$ cat src/rtl/i2c_tgt_pkg.sv
package i2c_tgt_pkg;

  localparam int BYTE_W = 8;

  typedef enum logic [1:0] {
    STRAP_GND = 2'd0,
    STRAP_VDD = 2'd1,
    STRAP_SCL = 2'd2,
    STRAP_SDA = 2'd3
  } strap_e;

  typedef enum logic [3:0] {
    ST_IDLE,
    ST_ADDR,
    ST_ADDR_ACK,
    ST_REG,
    ST_REG_ACK,
    ST_WDATA,
    ST_WACK,
    ST_RDATA,
    ST_RACK,
    ST_PARK
  } tgt_state_e;

  // 7-bit target address chosen by the two strap classes
  function automatic logic [6:0] strap_to_addr(strap_e hi, strap_e lo);
    logic [6:0] a;
    unique case ({hi, lo})
      4'h0: a = 7'h6C;
      4'h1: a = 7'h61;
      4'h2: a = 7'h62;
      4'h3: a = 7'h63;
      4'h4: a = 7'h64;
      4'h5: a = 7'h65;
      4'h6: a = 7'h66;
      4'h7: a = 7'h67;
      4'h8: a = 7'h68;
      4'h9: a = 7'h69;
      4'hA: a = 7'h6A;
      4'hB: a = 7'h6B;
      4'hC: a = 7'h60;
      4'hD: a = 7'h6D;
      4'hE: a = 7'h6E;
      default: a = 7'h6F;
    endcase
    return a;
  endfunction

  function automatic logic [BYTE_W-1:0] ptr_next(logic [BYTE_W-1:0] p);
    return p + {{(BYTE_W-1){1'b0}}, 1'b1};
  endfunction

endpackage

$ cat src/rtl/i2c_line_sync.sv
module i2c_line_sync #(
  parameter int W      = 4,
  parameter int STAGES = 2
) (
  input  logic         clk,
  input  logic         rst_n,
  input  logic [W-1:0] raw,
  output logic [W-1:0] cur,
  output logic [W-1:0] prev
);

  for (genvar g = 0; g < W; g++) begin : g_line
    // STAGES synchronizer flops plus one history flop for edge detection
    logic [STAGES:0] pipe;
    always_ff @(posedge clk or negedge rst_n) begin
      if (!rst_n) pipe <= '1;
      else        pipe <= {pipe[STAGES-1:0], raw[g]};
    end
    assign cur[g]  = pipe[STAGES-1];
    assign prev[g] = pipe[STAGES];
  end

endmodule

$ cat src/rtl/i2c_strap_classifier.sv
module i2c_strap_classifier
  import i2c_tgt_pkg::*;
#(
  parameter int FOLLOW_MIN = 2
) (
  input  logic   clk,
  input  logic   rst_n,
  input  logic   pin_cur,
  input  logic   pin_prev,
  input  logic   scl_cur,
  input  logic   scl_prev,
  input  logic   sda_cur,
  input  logic   sda_prev,
  output strap_e kind
);

  localparam int CNT_W = $clog2(FOLLOW_MIN + 1);
  localparam logic [CNT_W-1:0] CNT_TOP = CNT_W'(FOLLOW_MIN);

  logic             miss_scl, miss_sda;
  logic [CNT_W-1:0] cnt_scl, cnt_sda;
  logic             pin_steady;

  assign pin_steady = (pin_cur == pin_prev);

  always_ff @(posedge clk or negedge rst_n) begin
    if (!rst_n) begin
      miss_scl <= 1'b0;
      miss_sda <= 1'b0;
      cnt_scl  <= '0;
      cnt_sda  <= '0;
    end else begin
      // disagreement only counts when both signals have settled
      if (pin_steady && (scl_cur == scl_prev) && (pin_cur != scl_cur)) miss_scl <= 1'b1;
      if (pin_steady && (sda_cur == sda_prev) && (pin_cur != sda_cur)) miss_sda <= 1'b1;
      if ((scl_cur != scl_prev) && (cnt_scl != CNT_TOP)) cnt_scl <= cnt_scl + 1'b1;
      if ((sda_cur != sda_prev) && (cnt_sda != CNT_TOP)) cnt_sda <= cnt_sda + 1'b1;
    end
  end

  always_comb begin
    if (!miss_scl && cnt_scl == CNT_TOP)      kind = STRAP_SCL;
    else if (!miss_sda && cnt_sda == CNT_TOP) kind = STRAP_SDA;
    else if (pin_cur)                         kind = STRAP_VDD;
    else                                      kind = STRAP_GND;
  end

endmodule

$ cat src/rtl/i2c_tgt_engine.sv
module i2c_tgt_engine
  import i2c_tgt_pkg::*;
(
  input  logic              clk,
  input  logic              rst_n,
  input  logic              start_evt,
  input  logic              stop_evt,
  input  logic              scl_rise,
  input  logic              scl_fall,
  input  logic              sda_cur,
  input  logic [6:0]        my_addr,
  input  logic [BYTE_W-1:0] rp_rdata,
  output logic              sda_drive_low,
  output logic [BYTE_W-1:0] rp_addr,
  output logic [BYTE_W-1:0] rp_wdata,
  output logic              rp_wr,
  output logic              rp_rd,
  output logic              addr_hit,
  output tgt_state_e        state
);

  logic [3:0]        bitcnt;
  logic [BYTE_W-1:0] shreg;
  logic [BYTE_W-1:0] ptr;
  logic              rw_q, mack_q, drive_q;
  logic              byte_full, rx_state;

  assign byte_full = (bitcnt == 4'd8);
  assign addr_hit  = (shreg[7:1] == my_addr);
  assign rx_state  = (state == ST_ADDR) || (state == ST_REG) || (state == ST_WDATA);

  assign rp_wr = scl_fall && (state == ST_WDATA) && byte_full;
  assign rp_rd = scl_fall && (((state == ST_ADDR_ACK) && rw_q) ||
                              ((state == ST_RACK) && mack_q));

  assign rp_addr       = ptr;
  assign rp_wdata      = shreg;
  assign sda_drive_low = drive_q;

  always_ff @(posedge clk or negedge rst_n) begin
    if (!rst_n) begin
      state   <= ST_IDLE;
      bitcnt  <= '0;
      shreg   <= '0;
      ptr     <= '0;
      rw_q    <= 1'b0;
      mack_q  <= 1'b0;
      drive_q <= 1'b0;
    end else if (start_evt) begin
      state   <= ST_ADDR;
      bitcnt  <= '0;
      drive_q <= 1'b0;
    end else if (stop_evt) begin
      state   <= ST_IDLE;
      bitcnt  <= '0;
      drive_q <= 1'b0;
    end else begin
      if (rx_state && scl_rise && !byte_full) begin
        shreg  <= {shreg[6:0], sda_cur};
        bitcnt <= bitcnt + 4'd1;
      end
      unique case (state)
        ST_ADDR: if (scl_fall && byte_full) begin
          if (addr_hit) begin
            drive_q <= 1'b1;
            rw_q    <= shreg[0];
            state   <= ST_ADDR_ACK;
          end else begin
            state   <= ST_PARK;
          end
        end
        ST_REG: if (scl_fall && byte_full) begin
          ptr     <= shreg;
          drive_q <= 1'b1;
          state   <= ST_REG_ACK;
        end
        ST_WDATA: if (scl_fall && byte_full) begin
          ptr     <= ptr_next(ptr);
          drive_q <= 1'b1;
          state   <= ST_WACK;
        end
        ST_ADDR_ACK: if (scl_fall) begin
          bitcnt <= '0;
          if (rw_q) begin
            shreg   <= rp_rdata;
            drive_q <= ~rp_rdata[7];
            ptr     <= ptr_next(ptr);
            state   <= ST_RDATA;
          end else begin
            drive_q <= 1'b0;
            state   <= ST_REG;
          end
        end
        ST_REG_ACK, ST_WACK: if (scl_fall) begin
          drive_q <= 1'b0;
          bitcnt  <= '0;
          state   <= ST_WDATA;
        end
        ST_RDATA: begin
          if (scl_rise) bitcnt <= bitcnt + 4'd1;
          if (scl_fall) begin
            if (byte_full) begin
              drive_q <= 1'b0;
              state   <= ST_RACK;
            end else if (bitcnt != 4'd0) begin
              shreg   <= {shreg[6:0], 1'b0};
              drive_q <= ~shreg[6];
            end
          end
        end
        ST_RACK: begin
          if (scl_rise) mack_q <= ~sda_cur;
          if (scl_fall) begin
            bitcnt <= '0;
            if (mack_q) begin
              shreg   <= rp_rdata;
              drive_q <= ~rp_rdata[7];
              ptr     <= ptr_next(ptr);
              state   <= ST_RDATA;
            end else begin
              state   <= ST_PARK;
            end
          end
        end
        default: ;
      endcase
    end
  end

endmodule

$ cat src/rtl/i2c_strap_target.sv
module i2c_strap_target
  import i2c_tgt_pkg::*;
#(
  parameter int FOLLOW_MIN  = 2,
  parameter int SYNC_STAGES = 2
) (
  input  logic       clk,
  input  logic       rst_n,
  input  logic       scl_in,
  input  logic       sda_in,
  output logic       sda_drive_low,
  input  logic       sel_hi_in,
  input  logic       sel_lo_in,
  output logic [7:0] rp_addr,
  output logic [7:0] rp_wdata,
  output logic       rp_wr,
  output logic       rp_rd,
  input  logic [7:0] rp_rdata
);

  localparam int NLINES = 4;
  localparam int NSTRAP = 2;

  logic [NLINES-1:0] ln_cur, ln_prev;
  logic              scl_cur, scl_prev, sda_cur, sda_prev;
  logic              start_evt, stop_evt, scl_rise, scl_fall, addr_hit;
  strap_e            kinds [NSTRAP];
  strap_e            kind_hi, kind_lo;
  logic [6:0]        my_addr;
  tgt_state_e        eng_state;

  i2c_line_sync #(.W(NLINES), .STAGES(SYNC_STAGES)) u_sync (
    .clk  (clk),
    .rst_n(rst_n),
    .raw  ({sel_hi_in, sel_lo_in, sda_in, scl_in}),
    .cur  (ln_cur),
    .prev (ln_prev)
  );

  assign scl_cur  = ln_cur[0];
  assign scl_prev = ln_prev[0];
  assign sda_cur  = ln_cur[1];
  assign sda_prev = ln_prev[1];

  assign start_evt = scl_cur && scl_prev && sda_prev && !sda_cur;
  assign stop_evt  = scl_cur && scl_prev && !sda_prev && sda_cur;
  assign scl_rise  = scl_cur && !scl_prev;
  assign scl_fall  = !scl_cur && scl_prev;

  // strap 0 is the lower select pin (line 2), strap 1 the upper (line 3)
  for (genvar s = 0; s < NSTRAP; s++) begin : g_strap
    i2c_strap_classifier #(.FOLLOW_MIN(FOLLOW_MIN)) u_cls (
      .clk     (clk),
      .rst_n   (rst_n),
      .pin_cur (ln_cur[2+s]),
      .pin_prev(ln_prev[2+s]),
      .scl_cur (scl_cur),
      .scl_prev(scl_prev),
      .sda_cur (sda_cur),
      .sda_prev(sda_prev),
      .kind    (kinds[s])
    );
  end

  assign kind_lo = kinds[0];
  assign kind_hi = kinds[1];
  assign my_addr = strap_to_addr(kind_hi, kind_lo);

  i2c_tgt_engine u_eng (
    .clk          (clk),
    .rst_n        (rst_n),
    .start_evt    (start_evt),
    .stop_evt     (stop_evt),
    .scl_rise     (scl_rise),
    .scl_fall     (scl_fall),
    .sda_cur      (sda_cur),
    .my_addr      (my_addr),
    .rp_rdata     (rp_rdata),
    .sda_drive_low(sda_drive_low),
    .rp_addr      (rp_addr),
    .rp_wdata     (rp_wdata),
    .rp_wr        (rp_wr),
    .rp_rd        (rp_rd),
    .addr_hit     (addr_hit),
    .state        (eng_state)
  );

endmodule


$ cat config.mk
export PLATFORM = sky130hd
export DESIGN_NAME = i2c_strap_target
export DESIGN_NICKNAME = d
export VERILOG_FILES = /design/src/rtl/i2c_tgt_pkg.sv /design/src/rtl/i2c_line_sync.sv /design/src/rtl/i2c_strap_classifier.sv /design/src/rtl/i2c_tgt_engine.sv /design/src/rtl/i2c_strap_target.sv
export SDC_FILE = /design/constraint.sdc
export NUM_CORES = 1
export LEC_CHECK = 0
export ABC_AREA = 1
export BUFFER_PORTS_ARGS = -buffer_cell sky130_fd_sc_hd__clkbuf_2
export CORE_MARGIN = 2
export CORE_UTILIZATION = 40
export CTS_CLUSTER_DIAMETER = 100
export DETAILED_ROUTE_END_ITERATION = 8
export GPL_TIMING_DRIVEN = 0
export HOLD_SLACK_MARGIN = 0.1
export PLACE_DENSITY_LB_ADDON = 0.15
export REMOVE_ABC_BUFFERS = 1
export SYNTH_ARGS = -nofsm -noshare
export SYNTH_HDL_FRONTEND = slang
export SYNTH_SLANG_ARGS = --single-unit
$ cat constraint.sdc
create_clock -name clk -period 3.2 [get_ports clk]
set_input_delay 0.32 -clock clk [delete_from_list [all_inputs] [get_ports clk]]
set_output_delay 0.32 -clock clk [all_outputs]
set_load 0.02 [all_outputs]
# [Yosys cells after proc, flatten, opt, wreduce, memory -nomap -nowiden]
# Memories as Yosys holds them, arrays and structs flattened.
# Index checks and enable logic that the tools add are counted.
[word_totals] register_bits=51 mem_bits_ro=64 in_bits=14 out_inout_bits=19 wordCells=189 mem_count=1
[classes] add_sub_neg=6 n_eq_ne=46 muxes=56 n_bitwise=5 n_reduce_logical=56
[mem_list] name="(name not given)" words=16 width=4 rd=1 rd_clocked_by_memory_dff=0 write_ports=0 line_no="i2c_tgt_pkg.sv:28" rtl="unique case ({hi, lo})"
[ops] cell="$mux 8" count=14
[ops] cell="$mux 4" count=17
[ops] cell="$pmux 8 s4" count=1
[ops] cell="$logic_and 1x1->1" count=31
[ops] cell="$pmux 4 s7" count=1
[ops] cell="$ne 4x3->1 const B" count=6
[ops] cell="$pmux 8 s3" count=1
[ops] cell="$reduce_and 9->1" count=2
[ops] cell="$eq 4x3->1 const B" count=4
[ops] cell="$ne 4x4->1 const B" count=4
[ops] cell="$mux 1" count=15
[ops] cell="$ne 2x2->1 const B" count=6
[ops] cell="$reduce_and 10->1" count=1
[ops] cell="$logic_not 1->1" count=9
[ops] cell="$reduce_bool 9->1" count=1
[ops] cell="$add 2x1->2 const B" count=4
[ops] cell="$add 8x1->8 const B" count=1
[ops] cell="$eq 2x2->1 const B" count=4
[ops] cell="$eq 4x2->1 const B" count=2
[ops] cell="$eq 4x4->1 const B" count=2
[ops] cell="$mux 2" count=4
[ops] cell="$ne 2x1->1 const B" count=4
[ops] cell="$pmux 4 s2" count=1
[ops] cell="$reduce_bool 4->1" count=2
[ops] cell="other kinds (17)" count=32

# [Logic depth before layout (Yosys ltp)]
# An unclocked memory read counts as a cell.
[depth] depth_word=11 depth_mapped=14

# [Cells and area by module]
# Synthesis repeated with hierarchy kept, for this count alone.
[unflattened] cells_unflattened=525 hier_area_um2=3497.1
[modules_own_cells] module="i2c_tgt_engine" instances=1 cells_each=383 area_per_inst_um2=2297.2 seq_area_each_um2=675.6
[modules_own_cells] module="i2c_strap_classifier" instances=2 cells_each=51 area_per_inst_um2=369.1 seq_area_each_um2=150.1
[modules_own_cells] module="i2c_line_sync" instances=1 cells_each=20 area_per_inst_um2=375.4 seq_area_each_um2=315.3
[modules_own_cells] module="i2c_strap_target" instances=1 cells_each=20 area_per_inst_um2=86.3 seq_area_each_um2=0.0

# [Least setup slack after synthesis]
# No wires, ideal clock.
[synth_path] path_kind="register to register" start="register u_sync.g_line[0].pipe[2]" end="register u_eng.ptr[6], in the netlist u_eng.rp_addr[6]" setup_ns=0.123 arrival_ns=1.739 required_time_ns=3.077 setup_slack_ns=1.338 stages_incl_launch_ff=10 n_path_buf=1 synth_period_minus_slack_ns=1.862 cell_sequence="dfstp_2 ha_1 inv_2 o21ai_2 o21ai_1 a211oi_2 nand2_2 buf_6 nand2_1 o21ai_2"
[synth_via] elab_chain_cells=5 word_cells_on_any_way=14
[synth_rtl] item="from (decl)" line_no="i2c_line_sync.sv:14" rtl="logic [STAGES:0] pipe;"
[synth_rtl] item="from (signal assigned)" line_no="i2c_line_sync.sv:17" rtl="else pipe <= {pipe[STAGES-1:0], raw[g]};"
[synth_rtl] item="parallel branches: the longest is 4 deep, another holds $ne 2x2->1"
[synth_rtl] item="$reduce_and 9->1 (no line) *"
[synth_rtl] item="to (signal assigned)" line_no="i2c_tgt_engine.sv:78" rtl="ptr <= ptr_next(ptr);"
[synth_rtl] item="to (signal assigned)" line_no="i2c_tgt_engine.sv:87" rtl="ptr <= ptr_next(ptr);"
[synth_rtl] item="to (signal assigned)" line_no="i2c_tgt_engine.sv:118" rtl="ptr <= ptr_next(ptr);"
[synth_rtl] item="to (decl)" line_no="i2c_tgt_engine.sv:24" rtl="logic [BYTE_W-1:0] ptr;"
# Mark *: on every way between the ends.
# A chain may end at the register's enable or synchronous reset.

# [Final worst setup path]
[layout_path] start="register u_eng.state[0]" end="output rp_rd"
[layout_via] elab_chain_cells=4 word_cells_on_any_way=6
[layout_rtl] item="from (decl)" line_no="i2c_tgt_engine.sv:19" rtl="output tgt_state_e state"
[layout_rtl] item="from (signal assigned)" line_no="i2c_tgt_engine.sv:42" rtl="state <= ST_IDLE;"
[layout_rtl] item="from (signal assigned)" line_no="i2c_tgt_engine.sv:50" rtl="state <= ST_ADDR;"
[layout_rtl] item="from (signal assigned)" line_no="i2c_tgt_engine.sv:54" rtl="state <= ST_IDLE;"
[layout_rtl] item="$eq 4x2->1 / $eq 4x4->1 (equally long branches)" line_no="i2c_tgt_engine.sv:33, i2c_tgt_engine.sv:34"
[layout_rtl] item="$logic_and 1x1->1, on equally long branches" line_no="i2c_tgt_engine.sv:33, i2c_tgt_engine.sv:34"
[layout_rtl] item="$logic_or 1x1->1 *" line_no="i2c_tgt_engine.sv:33" rtl="assign rp_rd = scl_fall && (((state == ST_ADDR_ACK) && rw_q) ||"
[layout_rtl] item="$logic_and 1x1->1 *" line_no="i2c_tgt_engine.sv:33"
[layout_rtl] item="to (decl)" line_no="i2c_strap_target.sv:17" rtl="output logic rp_rd,"
# Mark *: on every way between the ends. The rest lies on a longest branch, timed or not.

==> run summary <==
The count of port buffers added during placement came out at 32. The worst path buffer plus inverter count is 4. The final hold violation count is 0.

The final setup violation count is 0. The clock slew seen by the registers of the worst setup and hold paths is 0.10 ns. The ratio of total power to cell area is 747.7 mW/mm². For this design the total switching power over the nets is 1215 µW. The initial antenna violation count came out at 0. The relative slew slack is 0.6688. The number of pins exceeding their max-slew limit in the final report was 0. The run finished with clean final reports. After legalization and detailed placement, the total HPWL measured 5.575 mm.

The data arrival time of the critical path is 1.94 ns. The cell count after synthesis is 444. Of the total power, the clock network draws 0.171. Of the cells placed in the final design, the portion with a size suffix greater than 1 is 0.1794. The area enclosed by the die boundary came out at 0.008782 mm².

The required time of the critical path is 2.88 ns. The repair_antennas step left the layout with diodes totalling 0. The slowest cell on the critical path is sky130_fd_sc_hd__dfrtp_1. The final sum of negative setup slack is 0 ns. The netlist area before placement came out at 0.003219 mm². The minimum clock period after layout came out at 2.263 ns. TritonCTS built the clock tree. The delay contributed by the slowest stage of the critical path came out at 0.45 ns. The critical path goes through inv_2 -> nand4_2 -> inv_2 -> nand2_1 -> o21ai_0 -> nand2_1 -> clkinv_1 -> clkbuf_2. From left edge to right edge, the die measures 93.71 µm. The maximum VDD drop is 0.3102 mV. On the critical path the largest part of the delay comes from buffers and inverters. The routed layout has 2896 vias. The length of the first detailed-routing pass in iterations came out at 4. The worst setup path is of the register to output pin kind. In this run the remaining antenna-violating nets after routing total 0. The switching share of total power is 0.4449. The number of I/O pins came out at 33. The number of sinks handled by clock tree synthesis came out at 51. The static leakage came out at 0.001890 µW.

The startpoint of the most critical setup path is u_eng.state[0]. The combinational power share came out at 0.442. The number of core rows is 32. During synthesis, Yosys emitted a total of 0 warnings. The detailed-routed wire length on met2 came out at 3.533 mm. STA classifies the critical path startpoint as a register. The average footprint of a synthesized cell came out at 7.251 µm². After the first detailed-routing iteration, the DRC count stood at 134. The total routed wire length on the met1 layer came out at 3.618 mm. The post-route cell area came out at 0.003652 mm². The startpoint identified for the worst hold timing path is rp_rdata[6].

The worst setup margin came out at 0.9366 ns. The die outline height came out at 93.71 µm. The max-capacitance violation count came out at 0. The final RePlAce weighted congestion came out at 0.9238. The min-delay analysis places its worst path in the category input pin to register. The H-tree generated during clock tree synthesis spans 2 levels.

The global router's overall resource usage came out at 0.1800. The internal power contribution came out at 1516 µW. On the final layout, the worst hold slack is 0.3457 ns. Setup repair after global routing left no endpoint under its margin. The count of unique library cells instantiated by Yosys came out at 31.

The routed design uses 271 µm of met3 wire. Along the worst hold path, the cell count comes to 5. The pin count of the biggest net entering global routing came out at 52. The number of buffers on the longest clock path came out at 2. The synthesis-to-layout area growth came out at 13.45%. In this run the register-to-register setup slack is 0.98 ns. The logic depth of the worst register-to-register path is 11. The filler cell count in the final layout came out at 784.

The average vias per placed instance is 4.934. The top routing layer in use is met4. The highest clock rate is 441.8 MHz. The routed wire length is 7.478 mm. The worst reg2reg path endpoint is u_eng.sda_drive_low. The largest fanout on the critical path came out at 8.

Total power for the finished layout comes to 2731 µW. The slew at the pin with the worst max-slew slack is 0.4962 ns. The total overflow left after global routing is 0. The tree is rooted in a sky130_fd_sc_hd__clkbuf_8. The sequential fraction of design power is 0.387. The number of nets in the layout is 508. The clock insertion delay at the later pin of the skew report is 0.31 ns. The worst register-to-register path begins at u_sync.g_line[1].pipe[1].

The fraction of the yosys area taken by sequential cells came out at 0.4011. The core footprint is 0.007767 mm². The via count of the first global-routing pass is 2764.

The post-placement worst setup slack is 0.9760 ns. The kind of capture point of the worst setup path is an output pin. The wire length of the first global-routing pass is 12.63 mm.

The number of buffers inserted for hold repair after clock tree synthesis came out at 4. The worst-case clock skew is 0.005778 ns. Buffers added to address setup during post-CTS repair amount to 0. The synthesized flop and latch total is 51. The period utilization came out at 0.7073. The CTS buffer count is 5. The quantity of gates resized following cts is 0. The residual DRC count came out at 0.

For this configuration, the core starts out at a cell density of 0.4145. The average wire length per cell after detail routing is 12.74 µm. The area after detailed placement came out at 0.003471 mm². For hold timing, the worst endpoint is u_eng.rp_wdata[6].
==> per-layer routing <==
layer / vias to the layer above / global-route usage
met4: 0 / 0.03986
met2: 47 / 0.3042
met1: 1351 / 0.2422
met5: - / 0
met3: 5 / 0.03050
li1: 1493 / -
==> worst register-to-register path, cell delays in order, from the launching register on <==
cell	delay, ns
sky130_fd_sc_hd__dfstp_2	0.61
sky130_fd_sc_hd__nor2_1	0.10
sky130_fd_sc_hd__nor2_2	0.18
sky130_fd_sc_hd__nand2_2	0.32
sky130_fd_sc_hd__nand2_1	0.20
sky130_fd_sc_hd__inv_1	0.07
sky130_fd_sc_hd__nand2_1	0.05
sky130_fd_sc_hd__nand3_1	0.17
sky130_fd_sc_hd__nor2_1	0.19
sky130_fd_sc_hd__nand3_1	0.12
sky130_fd_sc_hd__nand2_1	0.07
sky130_fd_sc_hd__nand2_1	0.04
==> worst max path at each step <==
| stage | slack (ns) | end | cells past startpoint |
|---|---|---|---|
| after global routing | 0.75 | u_eng.sda_drive_low | 11 |
| after detailed placement | 0.98 | u_eng.rp_addr[7] | 9 |
| after CTS | 0.95 | u_eng.rp_addr[7] | 9 |
| after global placement | 0.99 | u_eng.rp_addr[1] | 9 |
| final | 0.94 | rp_rd | 8 |
| after floorplan | 1.34 | u_eng.rp_addr[1] | 8 |
==> power groups by stage <==
stage          sequential [µW]  combinational (µW)  clock, µW
3_3_place_gp              1060                1180          0
4_1_cts                   1060                1210        481
3_5_place_dp              1070                1200          0
5_1_grt                   1090                1400        501
6_report                  1060                1210        467
2_1_floorplan             1140                 777          0
==> sequential cells by signal, summed over array words and instances (netlist names) <==
name,flops
u_eng.bitcnt,4
u_eng.sda_drive_low,1
u_eng.mack_q,1
u_eng.state,4
g_strap.u_cls.cnt_scl,4
g_strap.u_cls.cnt_sda,4
u_eng.rp_addr,8
g_strap.u_cls.miss_sda,2
u_eng.rp_wdata,8
g_strap.u_cls.miss_scl,2
u_eng.rw_q,1
u_sync.g_line.pipe,12
==> through the flow <==
| stage | instances | util |
|---|---|---|
| 2_1_floorplan | 439 | - |
| 3_3_place_gp | 573 | 0.4468 |
| 5_1_grt | 587 | 0.4702 |
| 4_1_cts | 585 | 0.4663 |
| 3_5_place_dp | 573 | 0.4468 |
| 6_report | 587 | 0.4702 |
==> kinds of logic (layout without fill, tap and decap cells) <==
logic type | after synthesis | count (layout) | synth area share
buf+inv | 71 | 112 | 0.08822
xor+xnor | 11 | 11 | 0.02993
flops | 51 | 51 | 0.4011
simple gates | 239 | 239 | 0.3257
fa+ha+maj | 10 | 10 | 0.03887
compound gates | 62 | 62 | 0.1162
==> cells in the mapped netlist, drive strengths merged <==
cell type / n / area, µm²
nand2: 137 / 529.3
inv: 64 / 240.2
nor2: 48 / 205.2
nand3: 42 / 220.2
dfrtp: 39 / 975.9
o21ai: 31 / 181.4
a21oi: 19 / 95.09
dfstp: 12 / 315.3
xor2: 11 / 96.34
ha: 10 / 125.1
o211ai: 7 / 52.55
nand4: 6 / 50.04
buf: 4 / 32.53
nor3: 4 / 31.28
clkinv: 2 / 7.510
o2111ai: 2 / 17.52
or2: 2 / 12.51
a211oi: 1 / 12.51
a31oi: 1 / 6.260
clkbuf: 1 / 3.750
o221ai: 1 / 8.760
==> placed cells by master, fill, tap and decap left out, types with 7 or more instances in the layout <==
cell	Yosys	final
sky130_fd_sc_hd__o21ai_0	21	21
sky130_fd_sc_hd__dfstp_2	12	12
sky130_fd_sc_hd__nand3_1	40	40
sky130_fd_sc_hd__xor2_1	11	11
sky130_fd_sc_hd__a21oi_1	19	19
sky130_fd_sc_hd__nor2_1	42	42
sky130_fd_sc_hd__ha_1	10	10
sky130_fd_sc_hd__nand2_1	131	131
sky130_fd_sc_hd__o211ai_1	7	7
sky130_fd_sc_hd__o21ai_2	7	7
sky130_fd_sc_hd__clkbuf_2	0	31
sky130_fd_sc_hd__dfrtp_1	39	39
sky130_fd_sc_hd__inv_2	8	8
sky130_fd_sc_hd__inv_1	56	56
==> layout make-up <==
type | instances | area, µm² | area share
Multi-Input combinational cell | 322 | 1644 | 0.4502
Clock buffer | 6 | 72.57 | 0.01987
Sequential cell | 51 | 1291 | 0.3535
Tap cell | 102 | 127.6 | 0.03494
Inverter | 66 | 247.7 | 0.06783
Timing Repair Buffer | 38 | 230.2 | 0.06304
Clock inverter | 2 | 38.79 | 0.01062
Power figures use the tool's default switching activity.
